[src/rtl/dbuf_pkg.sv]
`timescale 1ns/1ps
package dbuf_pkg;
  localparam int NBUF = 2;

  typedef enum logic [1:0] {
    FLD_ADDR = 2'd0,
    FLD_LEN  = 2'd1,
    FLD_GIVE = 2'd2,
    FLD_NONE = 2'd3
  } regField_t;

  typedef enum logic {
    ST_IDLE = 1'b0,
    ST_BUSY = 1'b1
  } dmaState_t;

  // strobes from control to datapath
  typedef struct packed {
    logic ldByte;    // capture byte into holding register
    logic advance;   // one byte transferred, bump running count
    logic complete;  // release active buffer, switch to the other one
  } dmaStrobe_t;
endpackage

[src/rtl/dbuf_dp.sv]
`timescale 1ns/1ps
module dbuf_dp
  import dbuf_pkg::*;
#(
  parameter int ADDR_W  = 16,
  parameter int LEN_W   = 16,
  parameter int DATA_W  = 8,
  parameter int REG_W   = 16,
  parameter bit RX_MODE = 1'b0
) (
  input  logic              clk,
  input  logic              rstN,
  input  logic              regWr,
  input  logic              regBuf,
  input  logic [1:0]        regField,
  input  logic [REG_W-1:0]  regData,
  input  dmaStrobe_t        strb,
  input  logic [DATA_W-1:0] memRdata,
  input  logic [DATA_W-1:0] rxData,
  output logic              ownCur,
  output logic              cntAtEnd,
  output logic              cntLast,
  output logic [NBUF-1:0]   ownBits,
  output logic              activeBuf,
  output logic [ADDR_W-1:0] memAddr,
  output logic [DATA_W-1:0] byteOut
);
  logic [ADDR_W-1:0] baseAddr [NBUF];
  logic [LEN_W-1:0]  bufLen   [NBUF];
  logic [NBUF-1:0]   own;
  logic [LEN_W-1:0]  count;
  logic              cur;
  logic [DATA_W-1:0] byteReg;
  regField_t         fld;

  assign fld = regField_t'(regField);

  for (genvar b = 0; b < NBUF; b++) begin : g_buf
    logic hostHit;
    assign hostHit = regWr && (regBuf == 1'(b)) && !own[b];

    always_ff @(posedge clk) begin
      if (!rstN) begin
        baseAddr[b] <= '0;
        bufLen[b]   <= '0;
        own[b]      <= 1'b0;
      end else begin
        if (hostHit && fld == FLD_ADDR) baseAddr[b] <= regData[ADDR_W-1:0];
        if (hostHit && fld == FLD_LEN)  bufLen[b]   <= regData[LEN_W-1:0];
        if (regWr && regBuf == 1'(b) && fld == FLD_GIVE) own[b] <= 1'b1;
        // release by the controller wins over a same-cycle hand-over
        if (strb.complete && cur == 1'(b)) own[b] <= 1'b0;
      end
    end
  end

  always_ff @(posedge clk) begin
    if (!rstN) begin
      count   <= '0;
      cur     <= 1'b0;
      byteReg <= '0;
    end else begin
      if (strb.ldByte) byteReg <= RX_MODE ? rxData : memRdata;
      if (strb.complete) begin
        count <= '0;
        cur   <= ~cur;
      end else if (strb.advance) begin
        count <= count + LEN_W'(1);
      end
    end
  end

  assign ownCur    = own[cur];
  assign cntAtEnd  = (count == bufLen[cur]);
  assign cntLast   = (LEN_W'(count + LEN_W'(1)) == bufLen[cur]);
  assign ownBits   = own;
  assign activeBuf = cur;
  assign memAddr   = baseAddr[cur] + ADDR_W'(count);
  assign byteOut   = byteReg;
endmodule

[src/rtl/dbuf_ctrl.sv]
`timescale 1ns/1ps
module dbuf_ctrl
  import dbuf_pkg::*;
#(
  parameter bit RX_MODE = 1'b0
) (
  input  logic       clk,
  input  logic       rstN,
  input  logic       ownCur,
  input  logic       cntAtEnd,
  input  logic       cntLast,
  input  logic       memGnt,
  input  logic       txReady,
  input  logic       rxValid,
  output dmaStrobe_t strb,
  output logic       memReq,
  output logic       memWe,
  output logic       txValid,
  output logic       overrun
);
  dmaState_t state, nextState;

  always_ff @(posedge clk) begin
    if (!rstN) state <= ST_IDLE;
    else       state <= nextState;
  end

  if (RX_MODE) begin : g_rx
    always_comb begin
      strb      = '0;
      nextState = state;
      memReq    = 1'b0;
      memWe     = 1'b0;
      txValid   = 1'b0;
      overrun   = 1'b0;
      unique case (state)
        ST_IDLE: begin
          if (ownCur && cntAtEnd) strb.complete = 1'b1;
          if (rxValid) begin
            if (ownCur && !cntAtEnd) begin
              strb.ldByte = 1'b1;
              nextState   = ST_BUSY;
            end else begin
              overrun = 1'b1;
            end
          end
        end
        ST_BUSY: begin
          memReq  = 1'b1;
          memWe   = 1'b1;
          overrun = rxValid;
          if (memGnt) begin
            strb.advance  = 1'b1;
            strb.complete = cntLast;
            nextState     = ST_IDLE;
          end
        end
        default: nextState = ST_IDLE;
      endcase
    end
  end else begin : g_tx
    always_comb begin
      strb      = '0;
      nextState = state;
      memReq    = 1'b0;
      memWe     = 1'b0;
      txValid   = 1'b0;
      overrun   = 1'b0;
      unique case (state)
        ST_IDLE: begin
          if (ownCur) begin
            if (cntAtEnd) begin
              strb.complete = 1'b1;
            end else begin
              memReq = 1'b1;
              if (memGnt) begin
                strb.ldByte = 1'b1;
                nextState   = ST_BUSY;
              end
            end
          end
        end
        ST_BUSY: begin
          txValid = 1'b1;
          if (txReady) begin
            strb.advance  = 1'b1;
            strb.complete = cntLast;
            nextState     = ST_IDLE;
          end
        end
        default: nextState = ST_IDLE;
      endcase
    end
  end
endmodule

[src/rtl/dbuf_dma_ctrl.sv]
`timescale 1ns/1ps
module dbuf_dma_ctrl
  import dbuf_pkg::*;
#(
  parameter int ADDR_W  = 16,
  parameter int LEN_W   = 16,
  parameter int DATA_W  = 8,
  parameter bit RX_MODE = 1'b0,
  localparam int REG_W  = (ADDR_W > LEN_W) ? ADDR_W : LEN_W
) (
  input  logic              clk,
  input  logic              rstN,
  input  logic              regWr,
  input  logic              regBuf,
  input  logic [1:0]        regField,
  input  logic [REG_W-1:0]  regData,
  output logic [NBUF-1:0]   ownBits,
  output logic              activeBuf,
  output logic              doneIrq,
  output logic              overrun,
  output logic              memReq,
  output logic              memWe,
  output logic [ADDR_W-1:0] memAddr,
  output logic [DATA_W-1:0] memWdata,
  input  logic              memGnt,
  input  logic [DATA_W-1:0] memRdata,
  output logic              txValid,
  output logic [DATA_W-1:0] txData,
  input  logic              txReady,
  input  logic              rxValid,
  input  logic [DATA_W-1:0] rxData
);
  dmaStrobe_t        strb;
  logic              ownCur, cntAtEnd, cntLast;
  logic [DATA_W-1:0] byteOut;

  dbuf_ctrl #(.RX_MODE(RX_MODE)) ctrl_i (
    .clk(clk), .rstN(rstN), .ownCur(ownCur), .cntAtEnd(cntAtEnd),
    .cntLast(cntLast), .memGnt(memGnt), .txReady(txReady), .rxValid(rxValid),
    .strb(strb), .memReq(memReq), .memWe(memWe), .txValid(txValid),
    .overrun(overrun)
  );

  dbuf_dp #(
    .ADDR_W(ADDR_W), .LEN_W(LEN_W), .DATA_W(DATA_W), .REG_W(REG_W),
    .RX_MODE(RX_MODE)
  ) dp_i (
    .clk(clk), .rstN(rstN), .regWr(regWr), .regBuf(regBuf),
    .regField(regField), .regData(regData), .strb(strb),
    .memRdata(memRdata), .rxData(rxData), .ownCur(ownCur),
    .cntAtEnd(cntAtEnd), .cntLast(cntLast), .ownBits(ownBits),
    .activeBuf(activeBuf), .memAddr(memAddr), .byteOut(byteOut)
  );

  assign doneIrq  = strb.complete;
  assign memWdata = byteOut;
  assign txData   = byteOut;
endmodule

[config.mk]
export PLATFORM = sky130hd
export DESIGN_NAME = dbuf_dma_ctrl
export DESIGN_NICKNAME = d
export VERILOG_FILES = /design/src/rtl/dbuf_pkg.sv /design/src/rtl/dbuf_dp.sv /design/src/rtl/dbuf_ctrl.sv /design/src/rtl/dbuf_dma_ctrl.sv
export SDC_FILE = /design/constraint.sdc
export NUM_CORES = 1
export LEC_CHECK = 0
export BUFFER_PORTS_ARGS = -buffer_cell sky130_fd_sc_hd__buf_2
export CAP_MARGIN = 30
export CORE_AREA = 2 2 100 102
export DETAILED_ROUTE_END_ITERATION = 8
export DIE_AREA = 0 0 102 104
export MAX_ROUTING_LAYER = met4
export PLACE_DENSITY = 0.83
export SYNTH_ARGS = -nofsm -noshare
export SYNTH_HDL_FRONTEND = slang
export SYNTH_SLANG_ARGS = --single-unit
[constraint.sdc]
create_clock -name clk -period 3.47 [get_ports clk]
set_input_delay 0 -clock clk [delete_from_list [all_inputs] [get_ports clk]]
set_output_delay 0 -clock clk [all_outputs]
set_load 0.03 [all_outputs]
==> run metrics, run 1 <==
unrepaired setup endpoints after global routing false; root buf cell clkbuf_8; Max FO, Critical Path 16; Hold Crit Class in -> reg; number of global-route vias before repair between 3000 and 4000; post-DR wirelength/cell roughly 17 um; total grt overflow 0; CTS tree yes; final period utilization 0.950; H-Tree Depth 3; final setup vio count 0; top post-synthesis cells by area edfxtp_1, dfxtp_1, and2_1; Switch Pwr between 0.0008 and 0.0009 W; Finished Layout Cells a little over 700; synthesized cell area 0.00528 mm2; placed cell count about 680; Final Skew roughly 9.4 ps; Filler Cell Count around 760; 1st-pass router iterations 4; status completed; largest net degree at the start of global routing 23; Post-synth EDFFs 64; routed via count 3958; CP Capture Type output port; Slew Limit Headroom 0.331; die span in y around 100 um; fraction of layout cells with a size suffix above 1 0.210; multi-input combinational cell area 0.00260 mm2; Pleak roughly 2.6 nW; cell accounting for the most synthesized area edfxtp_1; sequential cell area 0.00251 mm2; Die ar. between 0.01 and 0.015 mm2; Cell Area, Placed roughly 0.0058 mm2; Synth-to-Final Area Change 18.1%; Post-synth top cells and2_1, edfxtp_1, nor2_1; ANT nets after route 0; gr usage total 0.241; Die W between 100 and 150 um; final RePlAce weighted congestion 0.872; Finished Cell Area around 0.0062 mm2; Clock power frac 0.274; Internal around 0.0018 W; CTS Buf Count 9; cell count after synthesis 492; crit path kind reg -> out; Yosys reg bits 93; initial antenna violation count 0; Worst Max-Slew Pin Slew 1000 ps; FMAX approximately 300 MHz; Synth warnings 0; Vias/cell 5.47; nets 645; setup TNS 0 ps; drc violations 0; Routed WL roughly 12000 um; Max VDD drop between 200 and 250 uV; Critical Path AT 3300 ps; Flop pwr share 0.478; post-synth top area share 0.364; Synth cell types 57; antenna diode count 0; port bufs 69; PwrDens around 420 mW/mm2; sequential area share after synthesis 0.474; first-pass GRT wire length between 15000 and 20000 um; worst-skew pair later-pin latency between 300 and 400 ps; post-CTS setup buffer count 0; Clock Pin Slew Worst Setup and Hold Paths about 90 ps; Final Power about 0.0026 W; Synth Flop Type edfxtp_1; switching share of power 0.307; most frequent cell after synthesis and2_1; FP Rows 36; IO Count 81; Min Clock Period, post-route 3300 ps; CP Launch Type flop; share of flip-flops with an asynchronous set or reset 0; combinational share of power 0.248; final slew viol count 0; Max Cap Viol 0; hpwl dp about 8700 um; number of DRC markers in iteration 0 170; final hold vios 0; CP required between 3000 and 4000 ps; Mean Syn Cell Area 10.7 um2; clock sink total 93; CTS Buffer Depth 2; Starting Density 0.553; Post-Route Utilization 0.654; core area 0.00955 mm2
-- timing repair --
item                                   4_1_cts  5_1_grt
setup endpoints to repair                    1        5
endpoints found under the hold margin       75        0
hold buffers                                26        0
resized for setup                            1        8
-- cells by family after synthesis --
| family | after synthesis | synth area share |
|---|---|---|
| and+or+nand+nor | 198 | 0.210 |
| DFF | 93 | 0.474 |
| xor gates and xnor gates | 50 | 0.0829 |
| AOI/OAI and AO/OA | 45 | 0.0601 |
| muxes | 43 | 0.0848 |
| buffers and inverters | 43 | 0.0412 |
| adders and majority gates | 19 | 0.0464 |
| other | 1 | 0.000710 |
-- sequential cells by signal, summed over array words and instances, names as in the netlist, named ones only --
name,flops
dp_i.bufLen,32
dp_i.baseAddr,32
dp_i.count,16
dp_i.activeBuf,1
dp_i.ownBits,2
ctrl_i.state,1
dp_i.byteOut,8
-- critical path: stages, from the launching register on --
cell and delay [ps]:
dfxtp_2 380, buf_12 170, mux2i_4 290, inv_1 70, ha_1 310, a21o_1 180
a21o_1 220, a211o_1 340, nand3_1 100, a31oi_1 130, or4_1 430, nand3_1 100
buf_2 200
-- layout by cell type, fill, tap and decap left out, types with 4 or more instances in the layout --
| master | Yosys | routed |
|---|---|---|
| clkbuf_8 | 0 | 9 |
| buf_4 | 12 | 12 |
| o21ai_0 | 10 | 5 |
| dfxtp_1 | 29 | 26 |
| xnor2_1 | 31 | 31 |
| ha_1 | 18 | 18 |
| mux2_2 | 14 | 14 |
| a21oi_1 | 9 | 8 |
| xor2_1 | 19 | 19 |
| nand2_1 | 14 | 14 |
| o21ai_1 | 0 | 4 |
| nor4_1 | 4 | 4 |
| dlygate4sd3_1 | 0 | 26 |
| edfxtp_1 | 64 | 64 |
| nor2_1 | 46 | 46 |
| nand3_1 | 14 | 14 |
| and2_1 | 67 | 67 |
| inv_1 | 16 | 16 |
| nor2b_1 | 12 | 12 |
| buf_2 | 2 | 69 |
| mux2i_1 | 29 | 28 |
| nand4_1 | 9 | 9 |
| nor3b_1 | 5 | 5 |
| nor3_1 | 8 | 8 |
| a21o_1 | 7 | 7 |
-- final timing paths --
check	startpoint	endpoint	slack (ps)	cells past startpoint
setup reg to reg	dp_i.count[1]	flop	350	8
setup / recovery	flop	memAddr[15]	170	12
hold / removal	regField[0]	dp_i.ownBits[0]	50	4
hold reg to reg	dp_i.byteOut[2]	dp_i.byteOut[2]	540	2
-- metal layers --
metal | GRT usage | share of wire | up-vias
met5 | - | 0 | -
met4 | 0.0990 | 0.024 | 0
met3 | 0.0349 | 0.033 | 25
met2 | 0.401 | 0.51 | 95
met1 | 0.293 | 0.43 | 1926
li1 | - | - | 1912
-- through the flow --
step,setup WS (ps),hold WS (ps)
final,172,52.1
after global routing,8.79,53.1
after CTS,11.1,36.8
after detailed placement,378,263
after global placement,423,252
after floorplan,80.4,160
-- layout make-up --
class	count	area share
Clock buffer	9	0.0198
Multi-Input combinational cell	357	0.416
Sequential cell	93	0.402
Tap cell	133	0.0267
Clock inverter	7	0.0114
Timing Repair Buffer	108	0.115
Inverter	16	0.00962
-- power groups by stage --
stage                     Combinational (W)  Clock [W]  Sequential (W)
after floorplan                    0.000433          0         0.00130
after global placement             0.000602          0         0.00129
after detailed placement           0.000615          0         0.00129
after CTS                          0.000644   0.000735         0.00127
after global routing               0.000699   0.000786         0.00127
final                              0.000656   0.000726         0.00127
No activity file was read; power rests on OpenSTA's default activity.
==> inputs of run 2 (changes only) <==
--- a/config.mk
+++ b/config.mk
@@ -7,11 +7,12 @@
 export LEC_CHECK = 0
 export BUFFER_PORTS_ARGS = -buffer_cell sky130_fd_sc_hd__buf_2
 export CAP_MARGIN = 30
-export CORE_AREA = 2 2 100 102
+export CORE_AREA = 2 2 98 100
+export CTS_BUF_LIST = sky130_fd_sc_hd__clkbuf_8
 export DETAILED_ROUTE_END_ITERATION = 8
-export DIE_AREA = 0 0 102 104
+export DIE_AREA = 0 0 100 102
 export MAX_ROUTING_LAYER = met4
-export PLACE_DENSITY = 0.83
+export PLACE_DENSITY = 0.86
 export SYNTH_ARGS = -nofsm -noshare
 export SYNTH_HDL_FRONTEND = slang
 export SYNTH_SLANG_ARGS = --single-unit
==> run 2 against run 1 <==
- sequential share of layout area is essentially flat
- worst setup slack lost 77 ps
- combinational power grew 2%
- register-to-register slack lost 40 ps
- core utilization grew 3.2 points
- power grew 2.4%
- critical path type unchanged
==> run metrics, run 2 (same netlist as run 1, synthesis figures left out) <==
status completed; Worst R2R Setup Slack just over 300 ps; H-Tree Depth 3; 1st-pass router iterations 5; placed cell count 658; reg2reg path depth 9; final hold vios 0; CP Launch Type flop; Pleak roughly 2.7 nW; ANT nets after route 0; Min Clock Period, post-route between 3000 and 4000 ps; Vias/cell approximately 5.7; number of DRC markers in iteration 0 between 300 and 400; CTS Buf Count 9; CTS Buffer Depth 2; Max FO, Critical Path 16; gr usage total 0.257; post-DR wirelength/cell approximately 18 um; Critical Path AT approximately 3400 ps; Die ar. 0.0102 mm2; port bufs just under 70; combinational share of power 0.246; hpwl dp between 8000 and 9000 um; Setup WS pre-CTS approximately 380 ps; Slew Limit Headroom 0.367; clock sink total just over 90; final RePlAce weighted congestion around 0.87; most common cell after layout, fill and taps aside buf_2; root buf cell clkbuf_8; Filler Cell Count about 650; Switch Pwr about 0.00086 W; fraction of layout cells with a size suffix above 1 0.208; nets between 600 and 700; Hold Crit Class in -> reg; Flop pwr share 0.468; first-pass GRT wire length roughly 19000 um; antenna diode count 0; worst-skew pair later-pin latency between 300 and 400 ps; smallest hold slack around 64 ps; Clock power frac 0.287; setup ws final approximately 95 ps; Final Skew 6.70 ps; Starting Density 0.580; drc violations 0; Worst Max-Slew Pin Slew around 950 ps; crit path kind reg -> out; final period utilization 0.972; FMAX 296 MHz; Max Cap Viol 0; multi-input combinational cell area 0.00259 mm2; IO Count approximately 80; PwrDens ~430 mW/mm2; critical path cell sequence buf_8 -> mux2i_4 -> inv_1 -> ha_1 -> a21o_1 -> a21o_1 -> a211o_1 -> nand3_1 -> a31oi_1 -> or4_1 -> nand3_1 -> buf_2; Clock Pin Slew Worst Setup and Hold Paths about 100 ps; worst hold start rstN; sequential cell area around 0.0025 mm2; Critical-path top delay cell or4_1; final setup vio count 0; total grt overflow 0; Regs by FF count dp_i.baseAddr x32, dp_i.bufLen x32, dp_i.count x16; most frequent cells in the layout buf_2, and2_1, edfxtp_1; Synth-to-Final Area Change 18.1%; Hold Path End ctrl_i.state; switching share of power 0.317; CP max stage delay 440 ps; initial antenna violation count 0; Max VDD drop about 360 uV; post-CTS setup buffer count 0; largest net degree at the start of global routing 23; CTS tree yes; routed via count 4024; FP Rows 35; Finished Layout Cells 702; Internal between 0.0015 and 0.002 W; CP required 3470 ps; die span in y 102 um; Hold Crit Depth 2; number of global-route vias before repair 3861; Routed WL 12500 um; core area roughly 0.0091 mm2; CP Capture Type output port; Die W approximately 100 um; final slew viol count 0
## run 2: worst max-delay path by stage
stage               start  slack (ps)     endpoint  cells after the start
global placement     flop         390  memAddr[10]                     11
global route         flop         -20  memAddr[15]                     12
floorplan            flop          80  memAddr[12]                     11
CTS                  flop          10  memAddr[15]                     12
detailed placement   flop         380  memAddr[15]                     12
finish               flop         100  memAddr[15]                     12
## run 2: critical path, delay by kind of cell (launching register included)
kind	cells	cell delay, ps
adders and majority gates	1	300
buffers and inverters	3	480
AOI/OAI and AO/OA	4	900
and+or+nand+nor	3	640
muxes	1	300
DFF	1	400
## run 2: layout make-up
type / count / share of cell area
Clock inverter: 7 / 0.0142
Timing Repair Buffer: 109 / 0.117
Multi-Input combinational cell: 357 / 0.416
Clock buffer: 9 / 0.0198
Sequential cell: 93 / 0.401
Tap cell: 111 / 0.0223
Inverter: 16 / 0.00962
## run 2: power groups by stage
| stage | Combinational, W | Clock (W) | Sequential, W |
|---|---|---|---|
| floorplan | 0.000433 | 0 | 0.00130 |
| global placement | 0.000590 | 0 | 0.00128 |
| detailed placement | 0.000603 | 0 | 0.00129 |
| CTS | 0.000638 | 0.000781 | 0.00126 |
| global route | 0.000706 | 0.000823 | 0.00127 |
| finish | 0.000667 | 0.000778 | 0.00127 |
## run 2: per-layer routing
metal / up-vias / wire [um] / GRT usage
met5: - / 0 / -
met4: 0 / 335 / 0.112
met3: 35 / 663 / 0.0335
met2: 158 / 6450 / 0.440
met1: 1923 / 5090 / 0.306
li1: 1908 / - / -
## run 2: metrics by stage
step | TNS (ps) | util | area (um2) | power (W)
detailed placement | 0 | 0.627 | 5710 | 0.00189
finish | 0 | 0.685 | 6240 | 0.00271
global route | -24.8 | 0.685 | 6240 | 0.00280
CTS | 0 | 0.681 | 6210 | 0.00268
floorplan | 0 | - | 5290 | 0.00173
global placement | 0 | 0.627 | 5710 | 0.00187
## run 2: what timing repair did
| action | CTS | global route |
|---|---|---|
| endpoints found under the hold margin | 75 | 0 |
| gates resized for setup | 2 | 9 |
| hold buffers | 28 | 0 |
| endpoints found under the setup margin | 4 | 7 |
| pin swaps | 0 | 0 |
==> inputs of run 3 (changes only) <==
--- a/config.mk
+++ b/config.mk
@@ -5,14 +5,15 @@
 export SDC_FILE = /design/constraint.sdc
 export NUM_CORES = 1
 export LEC_CHECK = 0
+export ABC_AREA = 1
 export BUFFER_PORTS_ARGS = -buffer_cell sky130_fd_sc_hd__buf_2
 export CAP_MARGIN = 30
-export CORE_AREA = 2 2 98 100
+export CORE_AREA = 2 2 101 103
 export CTS_BUF_LIST = sky130_fd_sc_hd__clkbuf_8
 export DETAILED_ROUTE_END_ITERATION = 8
-export DIE_AREA = 0 0 100 102
+export DIE_AREA = 0 0 103 105
 export MAX_ROUTING_LAYER = met4
-export PLACE_DENSITY = 0.86
+export PLACE_DENSITY = 0.87
 export SYNTH_ARGS = -nofsm -noshare
 export SYNTH_HDL_FRONTEND = slang
 export SYNTH_SLANG_ARGS = --single-unit
==> run 3 against run 2 <==
- critical path depth rose by 5
- sequential share of layout area fell by 2.4 points
- area after synthesis rose by 8.1%
- design area rose by 6.3%
- die area rose by 6.0%
- final cell count rose by 41%
- critical endpoint is now memAddr[12]
- highest routed layer unchanged
==> run metrics, run 3 <==
status completed; Setup WS pre-CTS roughly 520 ps; Worst Max-Slew Pin Slew between 800 and 900 ps; setup ws final around 340 ps; Mean Syn Cell Area between 7 and 8 um2; Regs by FF count dp_i.baseAddr x32, dp_i.bufLen x32, dp_i.count x16; number of global-route vias before repair approximately 5200; Slew Limit Headroom 0.454; mux share of post-synthesis cell area 0; cell count after synthesis about 760; Filler Cell Count 774; ANT nets after route 0; Post-Synth XOR/XNOR Area 0.0458; Max Cap Viol 0; Internal roughly 0.0016 W; FMAX 320 MHz; Switch Pwr 0.000658 W; fraction of layout cells with a size suffix above 1 0.136; Clock Pin Slew Worst Setup and Hold Paths between 100 and 150 ps; root buf cell clkbuf_8; Synth warnings 0; post-synth top area share 0.336; Synth Flop Type edfxtp_1; unrepaired setup endpoints after global routing false; Starting Density 0.593; die span in y ~110 um; number of DRC markers in iteration 0 around 460; H-Tree Depth 3; post-DR wirelength/cell around 14 um; Flop pwr share 0.550; setup TNS 0 ps; CTS tree yes; Post-synth EDFFs 64; top post-synthesis cells by area edfxtp_1, nand2_1, dfxtp_1; IO Count ~80; CTS Buf Count 9; Max FO, Critical Path 26; CTS Buffer Depth 2; CP Capture Type output port; sequential area share after synthesis 0.438; Post-Route Utilization 0.688; CP Launch Type flop; gr usage total 0.283; port bufs between 60 and 70; Post-synth top cells nand2_1, nor2_1, inv_1; Top Layer Used met4; first-pass GRT wire length between 20000 and 25000 um; final hold vios 0; largest family of logic cells by synthesized area simple AND/OR/NAND/NOR gates; worst-skew pair later-pin latency around 380 ps; clock sink total just over 90; Pleak roughly 3.1 nW; PwrDens about 340 mW/mm2; Min Clock Period, post-route 3130 ps; final period utilization 0.901; antenna diode count 0; final slew viol count 0; final setup vio count 0; nets 911; cell accounting for the most synthesized area edfxtp_1; CP required roughly 3500 ps; share of flip-flops with an asynchronous set or reset 0; Synth Area in Adders 0.0429; Die W between 100 and 150 um; combinational share of power 0.131; Final Power 0.00228 W; FP Rows 36; Vias/cell 5.40; placed cell count between 900 and 1000; drc violations 0; metal2 WL between 6000 and 7000 um; Max VDD drop 255 uV; final RePlAce weighted congestion 0.928; Critical Path AT roughly 3100 ps; Die ar. 0.0108 mm2; total grt overflow 0; Final Skew roughly 15 ps; reg2reg path depth 11; hpwl dp between 9000 and 10000 um; routed length on met1 5820 um; most common cell after layout, fill and taps aside nand2_1; Synth cell types 37; 1st-pass router iterations 5; Synth Area in Simple Gates 0.336; initial antenna violation count 0; length of routed met3 wiring 966 um; Hold Crit Depth 4; Finished Layout Cells between 900 and 1000; Clock power frac 0.319; post-synthesis compound-gate area fraction 0.0521; routed via count 5341; Synth-to-Final Area Change 16.2%; most frequent cell after synthesis nand2_1; crit path kind reg -> out; Hold Crit Class in -> reg; synthesized cell area about 0.0057 mm2; Yosys reg bits 93; largest net degree at the start of global routing 27; switching share of power 0.288; most frequent cells in the layout nand2_1, nor2_1, inv_1; core area around 0.0096 mm2; Routed WL around 14000 um
==> run 3: cell types whose count changed in the layout (fill, tap and decap cells not counted), sizes merged, moves of 19 or more <==
| cell | before | now |
|---|---|---|
| a21oi | 9 | 28 |
| and2 | 67 | 0 |
| inv | 20 | 84 |
| mux2i | 29 | 0 |
| nand2 | 14 | 244 |
| nand3 | 14 | 66 |
| nor2 | 46 | 131 |
| xnor2 | 31 | 6 |
==> run 3: area by class of cell <==
cell class | count | area [um2] | area share
Clock buffer | 9 | 124 | 0.0187
Clock inverter | 7 | 75.1 | 0.0113
Inverter | 80 | 305 | 0.0460
Multi-Input combinational cell | 559 | 2730 | 0.411
Sequential cell | 93 | 2510 | 0.378
Tap cell | 133 | 166 | 0.0251
Timing Repair Buffer | 108 | 728 | 0.110
==> run 3: power by group through the flow <==
stage / Combinational (W) / Sequential, W / Clock (W)
after global routing: 0.000330 / 0.00126 / 0.000778
final: 0.000300 / 0.00126 / 0.000727
after floorplan: 0.000192 / 0.00128 / 0
after global placement: 0.000261 / 0.00128 / 0
after CTS: 0.000294 / 0.00126 / 0.000731
after detailed placement: 0.000268 / 0.00128 / 0
==> run 3: cells by family after synthesis <==
logic type / count (synthesis)
flops: 93
fa+ha+maj: 19
compound gates: 53
xor+xnor: 29
buf+inv: 107
other cells: 1
simple gates: 456
==> run 3: repair_timing <==
action,in CTS,in global routing
gates resized for setup,0,2
setup buffers,0,0
setup endpoints to repair,0,5
hold buffers,36,0
endpoints found under the hold margin,66,0
==> run 3: layer usage <==
layer / vias to the layer above / track usage
met1: 2423 / 0.337
met4: 0 / 0.133
met2: 273 / 0.468
met5: - / -
met3: 49 / 0.0408
li1: 2596 / -
==> run 3: final timing paths <==
kind	from	to	slack, ps
max	flop	memAddr[12]	340
min	regField[0]	dp_i.ownBits[0]	50
max reg2reg	flop	dp_i.byteOut[7]	770
min reg2reg	dp_i.byteOut[2]	dp_i.byteOut[2]	500
==> run 3: through the flow <==
step | hold slack, ps | area [um2]
CTS | 17.4 | 6630
floorplan | 162 | 5720
detailed placement | 273 | 6070
global route | 69.8 | 6640
global placement | 268 | 6070
finish | 53.6 | 6640
==> run 3: worst max-delay path, stage by stage (launching register included) <==
cell	delay (ps)
dfxtp_4	420
inv_6	210
nand2_1	80
nand2_1	70
ha_1	170
inv_1	60
fa_1	430
inv_1	70
nand3_1	60
nand2_1	120
a21oi_1	130
nor2_1	110
inv_1	60
nand3_1	60
nand2_1	80
o21ai_0	220
xor2_1	180
buf_2	220
